--- src/rtl/dmairq_pkg.sv ---
package dmairq_pkg;
  localparam int unsigned NCLS      = 5;
  localparam int unsigned OFS_RAW   = 0;
  localparam int unsigned OFS_STAT  = NCLS;
  localparam int unsigned OFS_MASK  = 2 * NCLS;
  localparam int unsigned OFS_CLR   = 3 * NCLS;
  localparam int unsigned OFS_COMB  = 4 * NCLS;
  localparam int unsigned OFS_CFG   = 4 * NCLS + 1;
  localparam int unsigned OFS_CHEN  = 4 * NCLS + 2;
  localparam int unsigned WE_LSB    = 8;
endpackage

--- src/rtl/dmairq_class.sv ---
module dmairq_class #(
  parameter int NCH = 4
) (
  input  logic           clk,
  input  logic           rst,
  input  logic [NCH-1:0] ev,
  input  logic           mask_wr,
  input  logic           clr_wr,
  input  logic [NCH-1:0] wr_en,
  input  logic [NCH-1:0] wr_val,
  output logic [NCH-1:0] raw_q,
  output logic [NCH-1:0] mask_q,
  output logic [NCH-1:0] stat_o,
  output logic           irq_q
);
  logic [NCH-1:0] clr_bits;

  assign clr_bits = clr_wr ? wr_val : '0;
  assign stat_o   = raw_q & mask_q;

  always_ff @(posedge clk) begin
    if (rst) begin
      raw_q  <= '0;
      mask_q <= '0;
      irq_q  <= 1'b0;
    end else begin
      // the event is ORed in after the clear, so it wins a collision
      raw_q <= (raw_q & ~clr_bits) | ev;
      if (mask_wr) mask_q <= (mask_q & ~wr_en) | (wr_val & wr_en);
      irq_q <= |stat_o;
    end
  end
endmodule

--- src/rtl/dmairq_chen.sv ---
module dmairq_chen #(
  parameter int NCH = 4
) (
  input  logic           clk,
  input  logic           rst,
  input  logic           wr,
  input  logic [NCH-1:0] wr_en,
  input  logic [NCH-1:0] wr_val,
  input  logic [NCH-1:0] done,
  output logic [NCH-1:0] en_q
);
  logic [NCH-1:0] after_done;
  logic [NCH-1:0] sel;

  assign after_done = en_q & ~done;
  assign sel        = wr ? wr_en : '0;

  always_ff @(posedge clk) begin
    if (rst) en_q <= '0;
    else     en_q <= (after_done & ~sel) | (wr_val & sel);
  end
endmodule

--- src/rtl/dmairq_regs.sv ---
module dmairq_regs
  import dmairq_pkg::*;
#(
  parameter int NCH    = 4,
  parameter int ADDR_W = 5,
  parameter int DATA_W = 32
) (
  input  logic                 clk,
  input  logic                 rst,
  input  logic [ADDR_W-1:0]    bus_addr,
  input  logic [DATA_W-1:0]    bus_wdata,
  input  logic                 bus_we,
  output logic [DATA_W-1:0]    bus_rdata,
  input  logic [NCLS*NCH-1:0]  ev_pulse,
  input  logic [NCH-1:0]       ch_done,
  output logic [NCLS-1:0]      irq_cls,
  output logic                 irq_any,
  output logic [NCH-1:0]       ch_en_o,
  output logic                 ctrl_en_o
);
  localparam int unsigned NWORDS = OFS_CHEN + 1;

  initial begin
    if (NCH < 1 || NCH > 8) $error("NCH must be 1..8");
    if ((1 << ADDR_W) < NWORDS) $error("ADDR_W too small");
    if (DATA_W < 16) $error("DATA_W must be at least 16");
  end

  int unsigned    a_u;
  logic [NCH-1:0] wr_en, wr_val;
  logic [NCH-1:0] raw_a  [NCLS];
  logic [NCH-1:0] mask_a [NCLS];
  logic [NCH-1:0] stat_a [NCLS];
  logic [NCLS*NCH-1:0] raw_flat;
  logic [NCLS-1:0] pend;
  logic            unused_wd;

  assign a_u       = 32'(bus_addr);
  assign wr_val    = bus_wdata[NCH-1:0];
  assign wr_en     = bus_wdata[WE_LSB +: NCH];
  assign unused_wd = ^bus_wdata;

  for (genvar c = 0; c < int'(NCLS); c++) begin : g_cls
    logic mwr, cwr;
    assign mwr = bus_we && (a_u == OFS_MASK + c);
    assign cwr = bus_we && (a_u == OFS_CLR + c);
    dmairq_class #(.NCH(NCH)) u_cls (
      .clk(clk), .rst(rst), .ev(ev_pulse[c*NCH +: NCH]),
      .mask_wr(mwr), .clr_wr(cwr), .wr_en(wr_en), .wr_val(wr_val),
      .raw_q(raw_a[c]), .mask_q(mask_a[c]), .stat_o(stat_a[c]),
      .irq_q(irq_cls[c])
    );
    assign raw_flat[c*NCH +: NCH] = raw_a[c];
    assign pend[c] = |stat_a[c];
  end

  dmairq_chen #(.NCH(NCH)) u_chen (
    .clk(clk), .rst(rst), .wr(bus_we && (a_u == OFS_CHEN)),
    .wr_en(wr_en), .wr_val(wr_val), .done(ch_done), .en_q(ch_en_o)
  );

  logic [DATA_W-1:0] rd_d;
  logic [2:0]        sub;

  always_comb begin
    rd_d = '0;
    sub  = '0;
    if (a_u < OFS_STAT) begin
      sub  = 3'(a_u - OFS_RAW);
      rd_d = DATA_W'(raw_a[sub]);
    end else if (a_u < OFS_MASK) begin
      sub  = 3'(a_u - OFS_STAT);
      rd_d = DATA_W'(stat_a[sub]);
    end else if (a_u < OFS_CLR) begin
      sub  = 3'(a_u - OFS_MASK);
      rd_d = DATA_W'(mask_a[sub]);
    end else if (a_u == OFS_COMB) begin
      rd_d = DATA_W'(pend);
    end else if (a_u == OFS_CFG) begin
      rd_d = DATA_W'(ctrl_en_o);
    end else if (a_u == OFS_CHEN) begin
      rd_d = DATA_W'(ch_en_o);
    end
  end

  always_ff @(posedge clk) begin
    if (rst) begin
      bus_rdata <= '0;
      irq_any   <= 1'b0;
      ctrl_en_o <= 1'b0;
    end else begin
      bus_rdata <= rd_d;
      irq_any   <= |pend;
      if (bus_we && (a_u == OFS_CFG)) ctrl_en_o <= bus_wdata[0];
    end
  end
endmodule

--- config.mk ---
export PLATFORM = sky130hd
export DESIGN_NAME = dmairq_regs
export DESIGN_NICKNAME = d
export VERILOG_FILES = /design/src/rtl/dmairq_pkg.sv /design/src/rtl/dmairq_class.sv /design/src/rtl/dmairq_chen.sv /design/src/rtl/dmairq_regs.sv
export SDC_FILE = /design/constraint.sdc
export NUM_CORES = 1
export LEC_CHECK = 0
export ABC_AREA = 1
export BUFFER_PORTS_ARGS = -buffer_cell sky130_fd_sc_hd__buf_2
export CORE_AREA = 4 4 89 91
export CTS_BUF_LIST = sky130_fd_sc_hd__clkbuf_8 sky130_fd_sc_hd__clkbuf_16
export DETAILED_ROUTE_END_ITERATION = 6
export DIE_AREA = 0 0 93 95
export HOLD_SLACK_MARGIN = 0.05
export MAX_ROUTING_LAYER = met4
export PLACE_DENSITY = 0.78
export SYNTH_ARGS = -nofsm -noshare
export SYNTH_HDL_FRONTEND = slang
export SYNTH_HIERARCHICAL = 1
export SYNTH_SLANG_ARGS = --single-unit
--- constraint.sdc ---
create_clock -name clk -period 2.5 [get_ports clk]
set_input_delay 0.375 -clock clk [delete_from_list [all_inputs] [get_ports clk]]
set_output_delay 0.375 -clock clk [all_outputs]
set_load 0.05 [all_outputs]
======== Word level (Yosys, flattened, before mapping) ========
Cells that the tools add are included.
storage, ports and cells
  register bits after elaboration ......... 83
  input port bits ......................... 64
  output and inout bits ................... 43
  logic and storage cells ................. 124
operators by class
  add/subtract/negate cells ............... 2
  $lt $le $gt $ge ......................... 6
  equality and inequality tests ........... 13
  muxes and demuxes ....................... 21
  bitwise logic cells ..................... 41
  reduce and logical (&&, ||, !) cells .... 20
operators with widths
  cell                                                 number
  AND 4 bit                                            19
  two-way mux 4 bit                                    17
  OR 4 bit                                             11
  binary-select mux 4 bit (select 3 bit)               3
  == test 5 bit (second input constant)                7
  inverter 4 bit                                       8
  == test 5 x 4 -> 1 bit (second input constant)       6
  OR reduction 4 bit                                   6
  OR reduction 20 bit                                  1
  >= comparator 4 bit (second input constant)          3
  logical AND 1 bit                                    12
  inverter 3 -> 4 bit                                  3
  < comparator 5 x 4 -> 1 bit (second input constant)  2
  OR reduction 6 bit                                   1
  < comparator 5 x 3 -> 1 bit (second input constant)  1
  two-way mux 5 bit                                    1
  subtractor 3 x 2 -> 3 bit (second input constant)    1
  subtractor 3 bit (second input constant)             1

======== Logic depth before layout (Yosys ltp) ========
Gate-level depths: netlist of the first run.
  depth in word-level cells ............... 8
  gate-level depth with buffers ........... 14
  mapped depth without buffers ............ 12

======== Cells and area by module ========
The synthesis of the first run kept the hierarchy.
by module, submodules not included
  module        instances  cells each  area an instance (um2)  seq. area each (um2)
  dmairq_class  5          51          361.6                   180.2
  dmairq_regs   1          290         1512.7                  140.1
  dmairq_chen   1          42          272.8                   80.1

======== Worst setup path before layout of the first run ========
No wires, ideal clock.
  path type ............................... input to register
  start point ............................. input port bus_addr[0]
  end point ............................... register bus_rdata[0]
  arrival ................................. 1.757 ns
  path slack .............................. 0.673 ns
  stages .................................. 12
  path buffers ............................ 2
  cell sequence ........................... buf_4 -> inv_2 -> buf_4 -> ha_1 -> clkinv_1 -> nor2_1 -> nand2_1 -> nand2_1 -> nand2_1 -> a21oi_1 -> nand2_1 -> a21oi_1
between the ends
  longest elaborated chain between the ends .. 8
  elaborated cells on any way between the ends .. 26
  classes of those cells .................. 2 x add/sub; 3 x order compare; 3 x eq/ne; 15 x mux; 3 x bitwise
ends and longest elaborated chain
  element                                                RTL line           source
  from (decl)                                            dmairq_regs.sv:10  input logic [ADDR_W-1:0] bus_addr,
  subtractor 3 x 2 -> 3 bit                              dmairq_regs.sv:75  sub = 3'(a_u - OFS_MASK);
  inverter 3 -> 4 bit (implied by the code)              dmairq_regs.sv:76  rd_d = DATA_W'(mask_a[sub]);
  binary-select mux 4 bit (select 3 bit)                 dmairq_regs.sv:76
  two-way mux 4 bit (implied by the code) (2 in series)  dmairq_regs.sv:76
  two-way mux 4 bit                                      dmairq_regs.sv:74  end else if (a_u < OFS_CLR) begin
  two-way mux 4 bit                                      dmairq_regs.sv:71  end else if (a_u < OFS_MASK) begin
  two-way mux 4 bit (*)                                  dmairq_regs.sv:68  if (a_u < OFS_STAT) begin
  to (signal assigned)                                   dmairq_regs.sv:92  bus_rdata <= rd_d;
  to (decl)                                              dmairq_regs.sv:13  output logic [DATA_W-1:0] bus_rdata,
Every way passes the cells marked *; elsewhere a longest branch is shown, timed or not. The select of a mux whose other input is x is not followed.
A chain may end at the register's enable or synchronous reset.

==> results of run 1 <==
[layout by cell type (no fill, tap or decap)]
| cell type | n |
|---|---|
| and3_1 | 1 |
| nor2_1 | 82 |
| nand3_1 | 52 |
| inv_1 | 55 |
| nor3_2 | 1 |
| dfxtp_1 | 56 |
| nand4_1 | 5 |
| ha_1 | 8 |
| nor4_1 | 2 |
| xnor2_1 | 1 |
| o22ai_1 | 4 |
| buf_4 | 12 |
| o21ai_0 | 14 |
| clkinv_1 | 2 |
| nor2_2 | 8 |
| nand2_1 | 174 |
| inv_6 | 1 |
| clkbuf_8 | 5 |
| nor2_4 | 1 |
| nand2_2 | 4 |
| conb_1 | 27 |
| nor3_1 | 6 |
| a21oi_1 | 55 |
| buf_2 | 55 |
| bufinv_16 | 1 |
| o21ai_1 | 1 |
| inv_2 | 7 |
| a31oi_1 | 1 |
[final cells by class]
type	count	area [um2]	area share
Tap cell	99	123.9	0.03138
Sequential cell	56	1121	0.2840
Clock buffer	5	68.82	0.01743
Inverter	63	236.5	0.05990
Timing Repair Buffer	67	365.4	0.09255
Clock inverter	3	42.54	0.01078
Multi-Input combinational cell	447	1989	0.5040
[power groups by stage]
| stage | registers (mW) | clock network, mW | logic (mW) |
|---|---|---|---|
| 5_1_grt | 0.950 | 0.655 | 0.424 |
| 6_report | 0.947 | 0.609 | 0.387 |
| 3_3_place_gp | 0.967 | 0 | 0.378 |
| 4_1_cts | 0.947 | 0.624 | 0.382 |
| 3_5_place_dp | 0.968 | 0 | 0.381 |
| 2_1_floorplan | 0.977 | 0 | 0.280 |
[how the worst max path moves through the flow]
stage	startpoint	to	slack, ps
floorplan	bus_addr[0]	bus_rdata[0]	670
detailed placement	bus_addr[0]	flop	510
CTS	bus_addr[0]	flop	840
global placement	bus_addr[1]	bus_rdata[0]	550
global route	bus_addr[0]	flop	620
finish	bus_addr[0]	flop	780
[routing by layer]
metal,vias up,part of all wire,global-route usage
li1,1898,-,-
met1,1712,0.43,0.3240
met2,140,0.47,0.4259
met3,15,0.076,0.03267
met4,0,0.019,0.06593
met5,-,0,-
[Yosys cell counts, types with 4 or more instances]
| library cell | n |
|---|---|
| nand2_1 | 174 |
| nor2_1 | 82 |
| dfxtp_1 | 56 |
| a21oi_1 | 55 |
| inv_1 | 54 |
| nand3_1 | 52 |
| buf_4 | 29 |
| o21ai_0 | 14 |
| buf_2 | 11 |
| ha_1 | 8 |
| nor2_2 | 8 |
| inv_2 | 7 |
| buf_6 | 6 |
| nor3_1 | 6 |
| nand4_1 | 5 |
| nand2_2 | 4 |
| o22ai_1 | 4 |
[critical path: stages]
cell	delay, ps
buf_2	100
buf_4	350
ha_1	300
nand2_1	90
nor2_1	420
nand3_1	140
a21oi_1	180
[metrics by stage]
step                      area, um2  worst slack, ps    util
after global routing           3948            621.0  0.5531
after detailed placement       3836            508.3  0.5375
after floorplan                3691            673.4       -
after global placement         3836            549.8  0.5375
final                          3948            781.5  0.5531
after CTS                      3948            840.6  0.5531
[cells by family (layout without fill, tap and decap cells)]
family                   Yosys count  count (layout)  synth area share
buffers and inverters            110             138            0.1616
other                              1              27          0.001044
AND/OR/NAND/NOR                  336             336            0.3889
flip-flops                        56              56            0.3120
XOR/XNOR                           1               1          0.002438
AO/OA/AOI/OAI                     75              75            0.1062
adder cells (fa/ha/maj)            8               8           0.02786
==> impl_metrics.json, run 1 <==
{
  "area_delta_synth_final_pct": 9.854,
  "holdPathStages": 3,
  "netlist_top_cells_area": "dfxtp_1, nand2_1, nor2_1, a21oi_1, nand3_1",
  "max_slew_margin": 0.5500,
  "ys_ff_latch": 56,
  "synthCells": 587,
  "worst_slew_pin_slew_ps": 669.9,
  "p_sw_uw": 627.3,
  "fin_nets": 712,
  "r2r_start": "g_cls[1].u_cls/raw_q[2]",
  "drt_iter0_markers": 283,
  "track_usage": 0.2539,
  "ioPinCount": 107,
  "seqPwrFrac": 0.487,
  "synth_flop_cell": "dfxtp_1",
  "viasPerCell": 5.088,
  "status": "completed",
  "n_antenna_cell": 0,
  "hold_slack_ps": 259.5,
  "chipHeight_um": 95,
  "grt_overflow_total": 0,
  "die_w_um": 93,
  "initial_core_util": 0.5035,
  "cts_buffers": 5,
  "die-area_um2": 8835,
  "netlist.area_leader.share": 0.3120,
  "finClkSkew_ps": 10.27,
  "ys_types": 27,
  "end_kind": "flop",
  "cts_root_buf": "clkbuf_8",
  "swShare": 0.3228,
  "whs_endpoint": "g_cls[2].u_cls/raw_q[2]",
  "h-tree-depth": 2,
  "leakage_nw": 2.000,
  "layout-drive-gt1-share": 0.1482,
  "rsz0062_at_grt": "false",
  "fin_crit_sh": 0.6874,
  "wl_per_cell_um": 14.38,
  "total_power_mw": 1.943,
  "setup_tns_ps": 0,
  "yosys_warnings": 6,
  "crit_arrival_ps": 1960,
  "synth_edf_count": 0,
  "path_clk_slew_ps": 110,
  "cap_violations": 0,
  "min_period_ps": 1718,
  "worst_skew_pair.late_latency_ps": 310,
  "p_int_mw": 1.316,
  "dp_hpwl_um": 8113,
  "drt_pass1_iterations": 5,
  "start_kind": "input port",
  "power_frac_comb": 0.199,
  "hp-class": "in2reg",
  "final_cells": 740,
  "fmax_ghz": 0.5819,
  "portBuffers": 55,
  "hp-start": "ev_pulse[10]",
  "core_um2": 7137,
  "p_clk_frac": 0.313,
  "critPathMaxFanout": 37,
  "syn_area_per_cell_um2": 6.122,
  "synth_area_um2": 3593,
  "synthArstFlopShare": 0,
  "gp_congestion": 0.9612,
  "hold_viol": 0,
  "vdd_drop_max_mv": 0.3017,
  "worstPathRequired_ps": 2750,
  "worstReg2RegEnd": "bus_rdata[1]",
  "yosysTopAreaCell": "dfxtp_1",
  "r2r_cells": 8,
  "cts_sinks": 56,
  "antenna_found_initial": 0,
  "post-route-drc-count": 0,
  "path_class": "in2reg",
  "final_antenna_net_count": 0,
  "drt_wl_total_um": 10640,
  "clockBufferDepth": 2,
  "cts_setup_buffers": 0,
  "grt_pass1_wl_um": 17040,
  "rrSetupSlack_ps": 1010,
  "ys_seq_area_frac": 0.3120,
  "cts_hold_buf": 0,
  "n_fill_cell": 759,
  "slew_viol_final": 0,
  "dp.cells": 732,
  "power_density_nw_per_um2": 492.3,
  "finalSetupViolations": 0,
  "vias": 3765,
  "cts_tree": "done",
  "grt_pass1_vias": 3479,
  "rows": 31,
  "grt_max_degree": 38,
  "cts_resized": 0
}
No activity file was read; power rests on OpenSTA's default activity.
==> run 2: changes to the inputs <==
==> constraint.sdc (replaced) <==
create_clock -name clk -period 1.6 [get_ports clk]
set_input_delay 0.24 -clock clk [delete_from_list [all_inputs] [get_ports clk]]
set_output_delay 0.24 -clock clk [all_outputs]
set_load 0.05 [all_outputs]
==> impl_metrics.json, run 2 (synthesis gave the netlist of run 1 again) <==
{
  "status": "completed",
  "cts_tree": "done",
  "drt_wl_total_um": 10750,
  "hp-start": "ev_pulse[10]",
  "dp_hpwl_um": 8389,
  "worstPathRequired_ps": 1790,
  "multi_input_area_um2": 2002,
  "final_cell_mix": "nand2_1, nor2_1, dfxtp_1",
  "max_slew_margin": 0.6633,
  "drt_pass1_iterations": 5,
  "layout_commonest_cell": "nand2_1",
  "rows": 31,
  "track_usage": 0.2574,
  "viasPerCell": 5.041,
  "grt_pass1_wl_um": 17310,
  "cts_buffers": 5,
  "final-seq-area_um2": 1121,
  "chipHeight_um": 95,
  "n_antenna_cell": 0,
  "grt_max_degree": 36,
  "portBuffers": 55,
  "die_w_um": 93,
  "leakage_nw": 2.086,
  "path_class": "reg2reg",
  "grt_pass1_vias": 3590,
  "rrSetupSlack_ps": 90,
  "r2r_start": "g_cls[2].u_cls/raw_q[1]",
  "fin_nets": 731,
  "die-area_um2": 8835,
  "vias": 3826,
  "rsz0062_at_grt": "false",
  "gp_congestion": 0.9570,
  "min_period_ps": 1508,
  "area_delta_synth_final_pct": 14.10,
  "drt_iter0_markers": 227,
  "r2r_cells": 11,
  "holdPathStages": 3,
  "hold_viol": 0,
  "final_antenna_net_count": 0,
  "layout-drive-gt1-share": 0.1788,
  "core_um2": 7137,
  "path_clk_slew_ps": 100,
  "power_density_nw_per_um2": 714.0,
  "hold_slack_ps": 122.7,
  "critPathMaxFanout": 3,
  "dp.cells": 751,
  "cts_root_buf": "clkbuf_8",
  "post-route-drc-count": 0,
  "wl_per_cell_um": 14.16,
  "start_kind": "flop",
  "vdd_drop_max_mv": 0.5479,
  "end_kind": "flop",
  "fin_crit_sh": 0.9426,
  "initial_core_util": 0.5035,
  "crit_arrival_ps": 1690,
  "clockBufferDepth": 2,
  "finalSetupViolations": 0,
  "antenna_found_initial": 0,
  "worst_skew_pair.late_latency_ps": 320,
  "n_fill_cell": 742,
  "h-tree-depth": 2,
  "whs_endpoint": "g_cls[2].u_cls/raw_q[2]",
  "ioPinCount": 107,
  "worstReg2RegEnd": "bus_rdata[2]",
  "cts_sinks": 56,
  "grt_overflow_total": 0,
  "final_cells": 759,
  "cap_violations": 0,
  "fmax_ghz": 0.6631,
  "worst_slew_pin_slew_ps": 503.2,
  "hp-class": "in2reg",
  "finClkSkew_ps": 9.675,
  "slew_viol_final": 0
}
-- run 2: cell count changes in the layout (fill, tap and decap cells not counted), sizes merged --
cell,change
clkinvlp,+1
bufinv,-1
buf,+19
clkinv,+1
inv,-1
-- run 2: final cells by class --
cell class / count / share of cell area
Inverter: 63 / 0.05890
Tap cell: 99 / 0.03021
Sequential cell: 56 / 0.2734
Clock inverter: 3 / 0.005493
Multi-Input combinational cell: 447 / 0.4883
Clock buffer: 5 / 0.01678
Timing Repair Buffer: 86 / 0.1269
-- run 2: repair_timing --
item / 4_1_cts / 5_1_grt
setup buffers: 0 / 0
resized for setup: 0 / 1
hold buffers: 0 / 0
endpoints found under the setup margin: 0 / 1
-- run 2: stage by stage --
stage / utilization / area, um2 / setup TNS [ps] / worst slack, ps / power, mW
6_report: 0.5745 / 4100 / 0 / 91.85 / 2.928
2_1_floorplan: - / 3705 / 0 / 10.14 / 1.968
3_3_place_gp: 0.5612 / 4005 / -250.8 / -75.15 / 2.135
5_1_grt: 0.5745 / 4100 / 0 / 8.119 / 3.067
3_5_place_dp: 0.5612 / 4005 / -396.2 / -121.8 / 2.140
4_1_cts: 0.5740 / 4096 / 0 / 90.98 / 2.946
-- run 2: worst max path at each step --
stage | startpoint | depth (start not counted) | to
3_5_place_dp | bus_addr[1] | 11 | bus_rdata[0]
4_1_cts | g_cls[2].u_cls/raw_q[1] | 11 | bus_rdata[2]
2_1_floorplan | bus_addr[0] | 12 | bus_rdata[1]
5_1_grt | g_cls[2].u_cls/raw_q[1] | 11 | bus_rdata[2]
6_report | g_cls[2].u_cls/raw_q[1] | 11 | bus_rdata[2]
3_3_place_gp | bus_addr[1] | 10 | bus_rdata[3]
-- run 2: power breakdown --
group | total [mW] | internal (mW) | switching (mW)
logic | 0.641 | 0.175 | 0.467
clock network | 0.809 | 0.315 | 0.494
registers | 1.48 | 1.44 | 0.0366
total | 2.93 | 1.93 | 0.997
-- run 2: worst max-delay path, stage by stage (launching register included) --
cell,delay [ps]
dfxtp_1,340
nand2_1,80
inv_1,50
inv_1,70
nand2_1,50
nor3_1,200
buf_4,170
nor2_1,40
nor2_1,160
nand3_1,90
nand2_1,70
a21oi_1,60
-- run 2: metal layers --
metal,up-vias,track usage,share of wire
li1,1932,-,-
met1,1718,0.3257,0.43
met2,160,0.4433,0.48
met3,16,0.02789,0.072
met4,0,0.05861,0.015
met5,-,-,0
==> run 3: changes to the inputs <==
--- a/config.mk
+++ b/config.mk
@@ -6,14 +6,14 @@
 export NUM_CORES = 1
 export LEC_CHECK = 0
 export ABC_AREA = 1
-export BUFFER_PORTS_ARGS = -buffer_cell sky130_fd_sc_hd__buf_2
 export CORE_AREA = 4 4 89 91
 export CTS_BUF_LIST = sky130_fd_sc_hd__clkbuf_8 sky130_fd_sc_hd__clkbuf_16
 export DETAILED_ROUTE_END_ITERATION = 6
 export DIE_AREA = 0 0 93 95
+export DONT_BUFFER_PORTS = 1
 export HOLD_SLACK_MARGIN = 0.05
 export MAX_ROUTING_LAYER = met4
-export PLACE_DENSITY = 0.78
+export PLACE_DENSITY = 0.65
 export SYNTH_ARGS = -nofsm -noshare
 export SYNTH_HDL_FRONTEND = slang
 export SYNTH_HIERARCHICAL = 1
==> impl_metrics.json, run 3 (synthesis gave the netlist of run 1 again) <==
{
  "status": "completed",
  "power_density_nw_per_um2": 757.3,
  "grt_pass1_vias": 3394,
  "cts_sinks": 56,
  "rsz0062_at_grt": "false",
  "die_w_um": 93,
  "dp_hpwl_um": 8196,
  "n_fill_cell": 757,
  "hp-class": "in2reg",
  "layout-drive-gt1-share": 0.08766,
  "hp-start": "ev_pulse[0]",
  "h-tree-depth": 2,
  "r2r_cells": 11,
  "crit_arrival_ps": 1650,
  "hold_viol": 0,
  "drt_pass1_iterations": 7,
  "initial_core_util": 0.5035,
  "track_usage": 0.2661,
  "cts_setup_buffers": 0,
  "drt_iter0_markers": 222,
  "end_kind": "flop",
  "drt_wl_total_um": 11200,
  "slew_viol_final": 0,
  "wl_per_cell_um": 15.66,
  "worstReg2RegEnd": "bus_rdata[2]",
  "grt_overflow_total": 0,
  "core_um2": 7137,
  "cts_resized": 0,
  "clockBufferDepth": 2,
  "vias": 3690,
  "die-area_um2": 8835,
  "path_clk_slew_ps": 100,
  "area_delta_synth_final_pct": 10.79,
  "min_period_ps": 1451,
  "finClkSkew_ps": 12.44,
  "r2r_start": "g_cls[2].u_cls/raw_q[1]",
  "worstPathRequired_ps": 1800,
  "finalSetupViolations": 0,
  "cts_root_buf": "clkbuf_8",
  "rows": 31,
  "viasPerCell": 5.161,
  "start_kind": "flop",
  "path_class": "reg2reg",
  "pre_cts_ws_ps": 8.183,
  "grt_pass1_wl_um": 17530,
  "whs_endpoint": "g_cls[0].u_cls/raw_q[0]",
  "final_cell_mix": "nand2_1, nor2_1, dfxtp_1",
  "post-route-drc-count": 0,
  "rrSetupSlack_ps": 150,
  "worst_skew_pair.late_latency_ps": 320,
  "layout_commonest_cell": "nand2_1",
  "ioPinCount": 107,
  "vdd_drop_max_mv": 0.4439,
  "grt_max_degree": 48,
  "fmax_ghz": 0.6894,
  "gp_congestion": 0.9060,
  "final_antenna_net_count": 0,
  "antenna_found_initial": 0,
  "holdPathStages": 2,
  "n_antenna_cell": 0,
  "critPathMaxFanout": 3,
  "fin_nets": 687,
  "worst_slack_ps": 149.5,
  "cts_tree": "done",
  "leakage_nw": 1.904,
  "chipHeight_um": 95,
  "cts_buffers": 5,
  "cap_violations": 0,
  "portBuffers": 0,
  "fin_crit_sh": 0.9066,
  "setup_tns_ps": 0
}
run 3: changes by cell type in the layout (fill, tap and decap cells not counted), sizes merged:
cell,before,now
buf,86,23
bufinv,0,1
clkbuf,5,6
clkinvlp,1,0
dlygate4sd3,0,19
inv,62,61
run 3: per-layer routing:
metal	vias up	track usage	share of wire
met2	169	0.4409	0.47
met1	1652	0.3338	0.43
met4	0	0.08425	0.025
met5	-	-	0
li1	1850	-	-
met3	19	0.04143	0.072
run 3: worst max path at each step:
stage | startpoint | endpoint | slack, ps | depth (start not counted)
final | g_cls[2].u_cls/raw_q[1] | bus_rdata[2] | 150 | 11
after global routing | g_cls[1].u_cls/raw_q[0] | bus_rdata[0] | 50 | 10
after CTS | g_cls[2].u_cls/raw_q[1] | bus_rdata[2] | 150 | 11
after detailed placement | bus_addr[1] | bus_rdata[2] | 8 | 9
after global placement | bus_addr[1] | bus_rdata[2] | 30 | 9
after floorplan | bus_addr[0] | bus_rdata[1] | 10 | 12
run 3: through the flow:
step / cells / power, mW / utilization / hold slack [ps] / instance area [um2]
floorplan: 613 / 1.968 / - / 309.1 / 3705
detailed placement: 687 / 1.969 / 0.5114 / 316.2 / 3650
CTS: 715 / 3.030 / 0.5579 / 54.91 / 3981
global placement: 687 / 1.967 / 0.5114 / 313.2 / 3650
global route: 715 / 3.133 / 0.5579 / 55.51 / 3981
finish: 715 / 3.015 / 0.5579 / 53.12 / 3981
run 3: report_power, final:
part | internal, mW | switching [mW]
Combinational | 0.153 | 0.345
Clock | 0.513 | 0.495
Sequential | 1.44 | 0.0678
run 3: critical path, stage by stage (launching register included):
cell	delay (ps)
dfxtp_1	350
nand2_1	90
inv_1	40
inv_1	60
nand2_1	50
nor3_1	170
buf_4	160
nor2_1	40
nor2_1	130
nand3_1	90
nand2_1	70
a21oi_1	70
run 3: layout make-up:
type                            instances  area, um2  area share
Clock buffer                            6      82.58     0.02074
Clock inverter                          2      38.79    0.009742
Inverter                               63      237.7     0.05971
Multi-Input combinational cell        447       2002      0.5028
Sequential cell                        56       1121      0.2816
Tap cell                               99      123.9     0.03111
Timing Repair Buffer                   42      375.4     0.09428
run 3: timing repair:
item | CTS | global route
hold endpoints to repair | 47 | 0
hold buffers | 20 | 0
setup endpoints to repair | 0 | 0
